<file path="src/rtl/spi_port_pkg.sv">
package spi_port_pkg;
  localparam int unsigned REG_W = 8;
  // control bit positions
  localparam int unsigned CB_IEN = 7;
  localparam int unsigned CB_EN  = 6;
  localparam int unsigned CB_MST = 4;
  localparam int unsigned CB_POL = 3;
  localparam int unsigned CB_PHA = 2;
  // status bit positions
  localparam int unsigned SB_DONE  = 7;
  localparam int unsigned SB_FAULT = 4;

  typedef struct packed {
    logic ien;
    logic en;
    logic mst;
    logic pol;
    logic pha;
  } ctrl_t;
endpackage

</file>
<file path="src/rtl/spi_sync.sv">
module spi_sync #(
  parameter int unsigned STAGES  = 3,
  parameter logic        RST_VAL = 1'b0
) (
  input  logic              clk_i,
  input  logic              rst_ni,
  input  logic              d_i,
  output logic [STAGES-1:0] q_o
);
  for (genvar i = 0; i < STAGES; i++) begin : g_stage
    if (i == 0) begin : g_first
      always_ff @(posedge clk_i or negedge rst_ni)
        if (!rst_ni) q_o[0] <= RST_VAL;
        else         q_o[0] <= d_i;
    end else begin : g_next
      always_ff @(posedge clk_i or negedge rst_ni)
        if (!rst_ni) q_o[i] <= RST_VAL;
        else         q_o[i] <= q_o[i-1];
    end
  end
endmodule

</file>
<file path="src/rtl/spi_divider.sv">
module spi_divider #(
  parameter int unsigned DIV = 8
) (
  input  logic clk_i,
  input  logic rst_ni,
  input  logic run_i,
  output logic tick_o,
  output logic lvl_o
);
  localparam int unsigned HALF = DIV / 2;
  localparam int unsigned CW   = (HALF > 1) ? $clog2(HALF) : 1;

  logic [CW-1:0] cnt_q;
  logic          lvl_q;
  logic          wrap;

  assign wrap   = (cnt_q == CW'(HALF - 1));
  assign tick_o = run_i && wrap;
  assign lvl_o  = run_i && lvl_q;

  always_ff @(posedge clk_i or negedge rst_ni) begin
    if (!rst_ni) begin
      cnt_q <= '0;
      lvl_q <= 1'b0;
    end else if (!run_i) begin
      cnt_q <= '0;
      lvl_q <= 1'b0;
    end else if (wrap) begin
      cnt_q <= '0;
      lvl_q <= ~lvl_q;
    end else begin
      cnt_q <= cnt_q + 1'b1;
    end
  end
endmodule

</file>
<file path="src/rtl/spi_shifter.sv">
module spi_shifter #(
  parameter int unsigned W = 8
) (
  input  logic         clk_i,
  input  logic         rst_ni,
  input  logic         clr_i,
  input  logic         load_i,
  input  logic [W-1:0] load_val_i,
  input  logic         pha_i,
  input  logic         tick_i,
  input  logic         sdi_i,
  output logic         sdo_o,
  output logic         done_o,
  output logic [W-1:0] rx_o
);
  localparam int unsigned EW    = $clog2(2 * W);
  localparam int unsigned LAST  = 2 * W - 1;

  logic [EW-1:0] edge_q;
  logic [W-1:0]  sreg_q;
  logic          rxb_q;
  logic          out_q;
  logic          sample_edge, change_edge, shift_now;

  // edge index parity picks sampling vs changing edge
  assign sample_edge = tick_i && (edge_q[0] == pha_i);
  assign change_edge = tick_i && (edge_q[0] != pha_i);
  assign shift_now   = pha_i ? sample_edge : change_edge;
  assign rx_o        = {sreg_q[W-2:0], (pha_i ? sdi_i : rxb_q)};
  assign done_o      = tick_i && (edge_q == EW'(LAST));
  assign sdo_o       = pha_i ? out_q : sreg_q[W-1];

  always_ff @(posedge clk_i or negedge rst_ni) begin
    if (!rst_ni) begin
      edge_q <= '0;
      sreg_q <= '0;
      rxb_q  <= 1'b0;
      out_q  <= 1'b0;
    end else if (load_i) begin
      edge_q <= '0;
      sreg_q <= load_val_i;
      out_q  <= load_val_i[W-1];
    end else begin
      if (clr_i)       edge_q <= '0;
      else if (tick_i) edge_q <= edge_q + 1'b1;
      if (sample_edge && !pha_i) rxb_q <= sdi_i;
      if (shift_now)             sreg_q <= rx_o;
      if (change_edge && pha_i)  out_q <= sreg_q[W-1];
    end
  end
endmodule

</file>
<file path="src/rtl/spi_port.sv">
module spi_port
  import spi_port_pkg::*;
#(
  parameter int unsigned    AW    = 8,
  parameter logic [AW-1:0]  BASE  = AW'(8'h28),
  parameter int unsigned    DIV   = 8,
  parameter int unsigned    SYNC  = 3
) (
  input  logic          clk_i,
  input  logic          rst_ni,
  input  logic          bus_en_i,
  input  logic          bus_we_i,
  input  logic [AW-1:0] bus_addr_i,
  input  logic [7:0]    bus_wdata_i,
  output logic [7:0]    bus_rdata_o,
  input  logic          ss_ni,
  input  logic          ss_dir_i,
  output logic          ss_o,
  input  logic          sck_i,
  output logic          sck_o,
  input  logic          mosi_i,
  output logic          mosi_o,
  input  logic          miso_i,
  output logic          miso_o,
  output logic          irq_o,
  output logic          mode_fault_o
);
  localparam logic [AW-1:0] A_CTRL = BASE;
  localparam logic [AW-1:0] A_STAT = BASE + AW'(1);
  localparam logic [AW-1:0] A_DATA = BASE + AW'(2);

  ctrl_t            ctrl_q;
  logic             done_q, fault_q, busy_q;
  logic [REG_W-1:0] rx_q;

  logic hit_ctrl, hit_stat, hit_data;
  logic wr_ctrl, wr_stat, wr_data;
  assign hit_ctrl = bus_en_i && (bus_addr_i == A_CTRL);
  assign hit_stat = bus_en_i && (bus_addr_i == A_STAT);
  assign hit_data = bus_en_i && (bus_addr_i == A_DATA);
  assign wr_ctrl  = hit_ctrl && bus_we_i;
  assign wr_stat  = hit_stat && bus_we_i;
  assign wr_data  = hit_data && bus_we_i;

  // pin synchronisers, equal depth keeps select and clock aligned
  logic [SYNC-1:0] ss_s, sck_s;
  spi_sync #(.STAGES(SYNC), .RST_VAL(1'b1)) u_ss_sync (
    .clk_i(clk_i), .rst_ni(rst_ni), .d_i(ss_ni), .q_o(ss_s));
  spi_sync #(.STAGES(SYNC), .RST_VAL(1'b0)) u_sck_sync (
    .clk_i(clk_i), .rst_ni(rst_ni), .d_i(sck_i), .q_o(sck_s));

  logic sel, slv_tick, fault_now, start;
  assign sel       = ctrl_q.en && !ctrl_q.mst && !ss_s[SYNC-1];
  assign slv_tick  = sel && (sck_s[SYNC-2] ^ sck_s[SYNC-1]);
  assign fault_now = ctrl_q.en && ctrl_q.mst && !ss_dir_i && !ss_s[SYNC-2];
  assign start     = wr_data && ctrl_q.en && ctrl_q.mst && !busy_q && !fault_now;

  logic div_tick, div_lvl;
  spi_divider #(.DIV(DIV)) u_div (
    .clk_i(clk_i), .rst_ni(rst_ni), .run_i(busy_q),
    .tick_o(div_tick), .lvl_o(div_lvl));

  logic             sh_tick, sh_clr, sh_load, sh_sdi, sh_sdo, sh_done;
  logic [REG_W-1:0] sh_rx;
  assign sh_tick = ctrl_q.mst ? div_tick : slv_tick;
  assign sh_clr  = ctrl_q.mst ? !busy_q : !sel;
  assign sh_load = ctrl_q.mst ? start : wr_data;
  assign sh_sdi  = ctrl_q.mst ? miso_i : mosi_i;

  spi_shifter #(.W(REG_W)) u_shift (
    .clk_i(clk_i), .rst_ni(rst_ni), .clr_i(sh_clr), .load_i(sh_load),
    .load_val_i(bus_wdata_i), .pha_i(ctrl_q.pha), .tick_i(sh_tick),
    .sdi_i(sh_sdi), .sdo_o(sh_sdo), .done_o(sh_done), .rx_o(sh_rx));

  logic xfer_done;
  assign xfer_done = sh_done && (ctrl_q.mst ? busy_q : sel);

  always_ff @(posedge clk_i or negedge rst_ni) begin
    if (!rst_ni) begin
      ctrl_q  <= '0;
      done_q  <= 1'b0;
      fault_q <= 1'b0;
      busy_q  <= 1'b0;
      rx_q    <= '0;
    end else begin
      if (wr_ctrl) begin
        ctrl_q.ien <= bus_wdata_i[CB_IEN];
        ctrl_q.en  <= bus_wdata_i[CB_EN];
        ctrl_q.mst <= bus_wdata_i[CB_MST];
        ctrl_q.pol <= bus_wdata_i[CB_POL];
        ctrl_q.pha <= bus_wdata_i[CB_PHA];
      end
      if (fault_now) begin
        ctrl_q.en  <= 1'b0;
        ctrl_q.mst <= 1'b0;
        fault_q    <= 1'b1;
      end else if (wr_stat && !bus_wdata_i[SB_FAULT]) begin
        fault_q <= 1'b0;
      end
      if (start)
        busy_q <= 1'b1;
      else if (xfer_done || fault_now || !ctrl_q.en || !ctrl_q.mst)
        busy_q <= 1'b0;
      if (xfer_done)
        done_q <= 1'b1;
      else if (wr_stat && !bus_wdata_i[SB_DONE])
        done_q <= 1'b0;
      if (xfer_done) rx_q <= sh_rx;
    end
  end

  always_comb begin
    bus_rdata_o = '0;
    if (hit_ctrl) begin
      bus_rdata_o[CB_IEN] = ctrl_q.ien;
      bus_rdata_o[CB_EN]  = ctrl_q.en;
      bus_rdata_o[CB_MST] = ctrl_q.mst;
      bus_rdata_o[CB_POL] = ctrl_q.pol;
      bus_rdata_o[CB_PHA] = ctrl_q.pha;
    end else if (hit_stat) begin
      bus_rdata_o[SB_DONE]  = done_q;
      bus_rdata_o[SB_FAULT] = fault_q;
    end else if (hit_data) begin
      bus_rdata_o = rx_q;
    end
  end

  assign sck_o        = ctrl_q.pol ^ div_lvl;
  assign ss_o         = !(ss_dir_i && ctrl_q.mst && busy_q);
  assign mosi_o       = ctrl_q.mst && sh_sdo;
  assign miso_o       = sel && sh_sdo;
  assign irq_o        = done_q && ctrl_q.ien;
  assign mode_fault_o = fault_q;
endmodule

</file>
<file path="config.mk">
export PLATFORM = sky130hd
export DESIGN_NAME = spi_port
export DESIGN_NICKNAME = d
export VERILOG_FILES = /design/src/rtl/spi_port_pkg.sv /design/src/rtl/spi_sync.sv /design/src/rtl/spi_divider.sv /design/src/rtl/spi_shifter.sv /design/src/rtl/spi_port.sv
export SDC_FILE = /design/constraint.sdc
export NUM_CORES = 1
export LEC_CHECK = 0
export BUFFER_PORTS_ARGS = -buffer_cell sky130_fd_sc_hd__buf_2
export CELL_PAD_IN_SITES_DETAIL_PLACEMENT = 1
export CELL_PAD_IN_SITES_GLOBAL_PLACEMENT = 2
export CORE_ASPECT_RATIO = 1.25
export CORE_UTILIZATION = 39
export CTS_CLUSTER_SIZE = 24
export DETAILED_ROUTE_END_ITERATION = 7
export HOLD_SLACK_MARGIN = 0.02
export PLACE_DENSITY_LB_ADDON = 0.1
export SYNTH_ARGS = -nofsm -noshare
export SYNTH_HDL_FRONTEND = slang
export SYNTH_HIERARCHICAL = 1
export SYNTH_SLANG_ARGS = --single-unit
</file>
<file path="constraint.sdc">
create_clock -name clk_i -period 3.5 [get_ports clk_i]
set_input_delay 0.175 -clock clk_i [delete_from_list [all_inputs] [get_ports clk_i]]
set_output_delay 0.175 -clock clk_i [all_outputs]
set_load 0.05 [all_outputs]
</file>
# Word-level counts from Yosys, hierarchy flattened
# Cells that the tools add are included.
[totals]
ff_bits = 39
out_inout_bits = 14
wordCells = 125
in_bits = 25
[op_classes]
add_sub_neg = 2
n_reduce_logical = 54
eq_ne = 8
mux = 36
n_bitwise = 4
[ops]
columns = ["cell", "n"]
rows = [
  ["$logic_and A1 B1 Y1", 31],
  ["$eq A8 B6 Y1 const B", 3],
  ["$mux W8", 3],
  ["$mux W1", 21],
  ["$mux W4", 5],
  ["$logic_not A1 Y1", 12],
  ["$mux W2", 6],
  ["$reduce_bool A2 Y1", 6],
  ["$add A4 B1 Y4 const B", 1],
  ["$eq A4 B4 Y1 const B", 1],
  ["$logic_or A1 B1 Y1", 3],
  ["$mux W3", 1],
  ["$reduce_bool A3 Y1", 1],
  ["$add A2 B1 Y2 const B", 1],
  ["$eq A2 B2 Y1 const B", 1],
  ["$ne A2 B1 Y1 const B", 1],
  ["$not A1 Y1", 2],
  ["$reduce_and A2 Y1", 1],
  ["$xor A1 B1 Y1", 2],
  ["$eq A1 B1 Y1", 1],
  ["$ne A1 B1 Y1", 1],
]

# Logic depth before layout (Yosys ltp)
[depth]
depth_word = 12
ltp_mapped = 8
ltp_nobuf = 7

# Hierarchy
# The synthesis kept the hierarchy.
[modules_own_cells]
columns = ["mod", "area_per_inst_um2", "cells_each", "n_inst", "seq_area_each_um2"]
rows = [
  ["spi_port", 991.0, 85, 1, 400.4],
  ["spi_shifter", 752.0, 70, 1, 350.3],
  ["spi_divider", 130.1, 10, 1, 75.1],
  ["spi_sync at u_ss_sync", 78.8, 3, 1, 78.8],
  ["spi_sync at u_sck_sync", 75.1, 3, 1, 75.1],
]

# Least setup slack after synthesis
# OpenSTA, ideal clock, no wires.
[synth_path]
path_type = "flip-flop to output port"
start = "register ctrl_q[0] (netlist name)"
end = "output port miso_o"
arrival_ns = 2.182
stages_incl_launch_ff = 3
setup_slack_ns = 1.143
t_required_ns = 3.325
path_buffers = 0
path_cell_list = "dfrtp_1 -> mux2_1 -> nor4bb_1"
[synth_between]
elab_chain_cells = 2
[synth_lines]
columns = ["element", "line_no", "source"]
rows = [
  ["start: declaration", "spi_port.sv:32", "ctrl_t ctrl_q;"],
  ["$mux W1", "spi_shifter.sv:31", "assign sdo_o = pha_i ? out_q : sreg_q[W-1];"],
  ["net sh_sdo", "spi_port.sv:63", "logic sh_tick, sh_clr, sh_load, sh_sdi, sh_sdo, sh_done;"],
  ["$logic_and A1 B1 Y1", "spi_port.sv:131", "assign miso_o = sel && sh_sdo;"],
  ["end: declaration", "spi_port.sv:24", "output logic miso_o,"],
]
# The timed path passes the listed nets, and every way through them passes these cells.

# Final worst setup path
[layout_path]
start = "register ctrl_q[2] (netlist name)"
end = "register rx_q[6]"
[layout_between]
elab_chain_cells = 7
word_cells_on_any_way = 8
classes_between = "mux: 2; reduce/logical: 6"
[layout_lines]
columns = ["element", "line_no", "source"]
rows = [
  ["$logic_not A1 Y1", "spi_port.sv:53", "assign sel = ctrl_q.en && !ctrl_q.mst && !ss_s[SYNC-1];"],
  ["$logic_and A1 B1 Y1 (2 in series)", "spi_port.sv:53", ""],
  ["$logic_and A1 B1 Y1", "spi_port.sv:54", "assign slv_tick = sel && (sck_s[SYNC-2] ^ sck_s[SYNC-1]);"],
  ["$mux W1 *", "spi_port.sv:65", "assign sh_tick = ctrl_q.mst ? div_tick : slv_tick;"],
  ["net sh_tick", "spi_port.sv:63", ""],
  ["$logic_and A1 B1 Y1 *", "spi_shifter.sv:30", "assign done_o = tick_i && (edge_q == EW'(LAST));"],
  ["net sh_done", "spi_port.sv:63", ""],
  ["$logic_and A1 B1 Y1 *", "spi_port.sv:76", "assign xfer_done = sh_done && (ctrl_q.mst ? busy_q : sel);"],
  ["end signal: assignment", "spi_port.sv:108", "if (xfer_done) rx_q <= sh_rx;"],
  ["end: declaration", "spi_port.sv:34", "logic [REG_W-1:0] rx_q;"],
]
# Mark *: on every way through the listed nets, which the timed path passes. The rest lies on a longest branch.
# A chain may end at the register's enable or synchronous reset.

==> impl_metrics.py <==
metrics = {
    "run_status": {
        "run_status": "complete, no violations",
    },
    "detailed_routing": {
        "route.layer.met1.wl_mm": 1.97,
        "post_drt_wl_per_cell_um": 17.4,
        "routed-via-count": 1402,
        "routed_antenna_nets": 0,
        "remaining_drc_errors": 0,
        "dr_wl_met2_mm": 2.58,
        "detailroute.wirelength.met3_um": 100,
        "detailedRoute.firstPassIterationCount": 5,
        "wl_mm": 4.68,
        "topRoutingLayerUsed": "met4",
        "drt-vias-per-instance": 5.23,
        "detailedRoute.firstIterationViolations": 43,
    },
    "sta": {
        "worst_hold_check_slack_ps": 9.59,
        "rsz0062_at_grt": "no",
        "setup_viol_count_final": 0,
        "final_hold_violations": 0,
        "fmax_mhz": 441,
        "max_slew_headroom_pct": 40.5,
        "layout_min_cycle_time_ps": 2270,
        "final-max-slew-violation-count": 0,
        "max_slew.worst_pin.slew_ps": 893,
        "finalSetupTns_ps": 0,
        "fin_worst_skew_ps": 7.76,
        "post_route_clock_period_utilization_pct": 64.9,
    },
    "synthesis": {
        "yosysTopAreaCell": "sky130_fd_sc_hd__dfrtp_1",
        "synthDominantCellAreaShare_pct": 44.4,
        "synth.ff_latch_count": 39,
        "synth-warning-count": 6,
        "synth_area_um2": 2030,
        "synth.net_count": 198,
        "post_synth.cell_area_avg_um2": 11.9,
        "seq_area_frac_synth_pct": 48.3,
        "number_of_standard_cells_after_synthesis": 171,
        "netlist-cell-type-count": 43,
        "cell_types_occupying_the_most_area_after_synthesis": "sky130_fd_sc_hd__dfrtp_1 (44%), sky130_fd_sc_hd__mux2i_1 (8.4%), sky130_fd_sc_hd__mux2_2 (5.6%)",
    },
    "critical_path": {
        "worstPathMaxFanout": 13,
        "crit_required_ps": 3660,
        "critPathArrivalTime_ps": 2430,
        "crit_path_max_incr_delay_ps": 540,
        "cp_top_family": "simple AND/OR/NAND/NOR gates",
        "critical_path.startpoint_type": "flop",
        "worstSetupEndpointType": "flop",
        "timing.setup.critical_path_class": "flop to flop",
        "crit_path_cell_trace": "nor3b_4 > a22o_1 > nand2_1 > nor2_1 > o21ai_2 > mux2_2",
        "worst-path-buf-inv": 0,
        "slowest_cell_on_the_critical_path": "sky130_fd_sc_hd__dfrtp_1",
    },
    "placement": {
        "post_dp_cell_area_um2": 2200,
        "portBuffers": 38,
        "detailed_place_hpwl_mm": 3.56,
        "routabilityCongestion": 0.704,
        "dpl.cell_count": 258,
    },
    "global_routing": {
        "first_global_vias": 1502,
        "first_pass_grt_wire_length_mm": 7.51,
        "number_of_antenna_violations_at_the_first_check_in_global_routing": 0,
        "gr-usage-all-layers_pct": 18.9,
        "aggregate_global_routing_overflow": 0,
        "largest_net_degree_at_the_start_of_global_routing": 40,
    },
    "clock_network": {
        "clk_transition_reported_paths_ps": 70,
        "count_of_clock_tree_sinks": 39,
        "cts.htree.levels": 2,
        "clockBufferDepth": 2,
        "cts_repair_resize_count": 0,
        "worstSkewPairLatency_ps": 280,
        "cts.root.buffer_cell": "sky130_fd_sc_hd__clkbuf_8",
        "numCtsBuffers": 5,
        "cts_tree": "built",
    },
    "die": {
        "rows": 29,
        "die_width_um": 66.5,
        "initial_core_util_pct": 40.2,
        "placeableCoreArea_um2": 5040,
        "die-height_um": 82.6,
        "floorplan.io_pins": 39,
        "die-area_um2": 5490,
    },
    "flow_run": {
        "timing.max_cap.violations": 0,
    },
    "layout": {
        "antennaDiodeCount": 0,
        "share_of_final_layout_standard_cells_stronger_than_drive_strength_1_pct": 34.0,
        "fin_area_um2": 2310,
        "final-seq-area_um2": 980,
        "areaGrowthSynthToFinish_pct": 14.1,
        "final_net_count": 232,
        "fillerInstances": 560,
        "multi_input_area_um2": 951,
        "non_filler_cells_final": 268,
    },
    "power": {
        "vdd.ir_drop.worst_uv": 231,
        "powerDensity_nw_per_um2": 365,
        "power.static_leakage_nw": 1.18,
    },
    "min_path": {
        "worst_hold_path_type": "input port to async pin",
    },
}
## path summary, 6_finish.rpt
check	from	endpoint	slack, ps	cells after the start
max in group asynchronous	rst_ni	u_shift/rxb_q	2930	1
min in group clk_i	bus_wdata_i[0]	u_shift/sreg_q[0]	110	3
max	ctrl_q[2]	rx_q[6]	1230	6
min reg2reg	u_sck_sync/q_o[0]	u_sck_sync/q_o[1]	350	0
max reg2reg	ctrl_q[2]	rx_q[6]	1230	6
min	rst_ni	u_div/cnt_q[1]	10	1
## placed cells by master, fill, tap and decap left out, types with 2 or more instances in the layout
cell / n
sky130_fd_sc_hd__buf_2: 38
sky130_fd_sc_hd__dfrtp_1: 36
sky130_fd_sc_hd__mux2i_1: 17
sky130_fd_sc_hd__nand2_1: 16
sky130_fd_sc_hd__mux2_2: 10
sky130_fd_sc_hd__and2_1: 8
sky130_fd_sc_hd__nor2_1: 7
sky130_fd_sc_hd__o21ai_1: 7
sky130_fd_sc_hd__clkbuf_8: 6
sky130_fd_sc_hd__xor2_1: 5
sky130_fd_sc_hd__nor3_1: 4
sky130_fd_sc_hd__nand3b_1: 4
sky130_fd_sc_hd__and3_1: 3
sky130_fd_sc_hd__o21ai_0: 3
sky130_fd_sc_hd__mux2_4: 3
sky130_fd_sc_hd__dfstp_2: 3
sky130_fd_sc_hd__nand4bb_1: 2
sky130_fd_sc_hd__o211ai_1: 2
sky130_fd_sc_hd__o41ai_1: 2
sky130_fd_sc_hd__nor3b_1: 2
sky130_fd_sc_hd__dlygate4sd3_1: 2
sky130_fd_sc_hd__ha_1: 2
sky130_fd_sc_hd__mux2_1: 2
sky130_fd_sc_hd__a21oi_1: 2
## cells by family after synthesis
| group | after synthesis | share of synthesized area (%) |
|---|---|---|
| buffers and inverters | 14 | 4.75 |
| xor gates and xnor gates | 6 | 2.59 |
| AOI/OAI and AO/OA | 19 | 5.86 |
| adders and majority gates | 2 | 1.23 |
| and+or+nand+nor | 59 | 19.9 |
| DFF | 39 | 48.3 |
| muxes | 32 | 17.3 |
## through the flow
step | utilization [%] | worst slack [ps] | power (mW)
floorplan | - | 1140 | 0.513
global placement | 43.7 | 1080 | 0.541
detailed placement | 43.7 | 994 | 0.544
CTS | 45.9 | 1200 | 0.863
global route | 45.9 | 1070 | 0.895
finish | 45.9 | 1230 | 0.845
## sequential cells by signal (all words and copies together), names as in the netlist
register        cells
u_shift/out_q       1
u_div/lvl_q         1
u_shift/sreg_q      8
u_sck_sync/q_o      3
done_q              1
mode_fault_o        1
busy_q              1
u_div/cnt_q         2
u_shift/edge_q      4
u_shift/rxb_q       1
u_ss_sync/q_o       3
rx_q                8
ctrl_q              5
## cells in the mapped netlist, drive strengths merged
| cell type | number |
|---|---|
| nand2 | 17 |
| and4bb | 1 |
| nand4 | 1 |
| a41oi | 1 |
| nor4bb | 1 |
| nand3 | 1 |
| nor4b | 2 |
| or3b | 1 |
| nand4b | 1 |
| a22o | 1 |
| xor2 | 5 |
| clkbuf | 2 |
| dfstp | 3 |
| and3 | 3 |
| o41ai | 2 |
| mux2i | 17 |
| and2 | 9 |
| ha | 2 |
| mux2 | 15 |
| xnor2 | 1 |
| inv | 1 |
| a21oi | 2 |
| nor3b | 3 |
| o21ai | 11 |
| o211ai | 2 |
| dfrtp | 36 |
| nor3 | 5 |
| and4 | 1 |
| nor2 | 7 |
| nand3b | 4 |
| nand4bb | 2 |
| buf | 11 |
## cell type report
class / count / area share [%]
Sequential cell: 39 / 42.3
Multi-Input combinational cell: 118 / 41.1
Timing Repair Buffer: 40 / 9.09
Clock buffer: 7 / 3.73
Tap cell: 62 / 3.35
Clock inverter: 1 / 0.216
Inverter: 1 / 0.162
## report_power, final
| group | leakage, nW | internal [mW] | switching [mW] | total (mW) |
|---|---|---|---|---|
| registers | 0.482 | 0.463 | 0.00974 | 0.472 |
| logic | 0.646 | 0.0270 | 0.0364 | 0.0633 |
| clock network | 0.0482 | 0.159 | 0.150 | 0.309 |
| total | 1.18 | 0.649 | 0.196 | 0.845 |
## layer usage
metal / global-route usage (%) / vias up
li1: - / 671
met1: 21.9 / 712
met2: 34.7 / 17
met3: 4.26 / 2
met4: 5.11 / 0
met5: 0 / -
## what timing repair did
action,CTS,global route
buffers inserted,0,0
hold buffers,2,0
hold endpoints to repair,2,0
(Power assumes the default switching activity.)
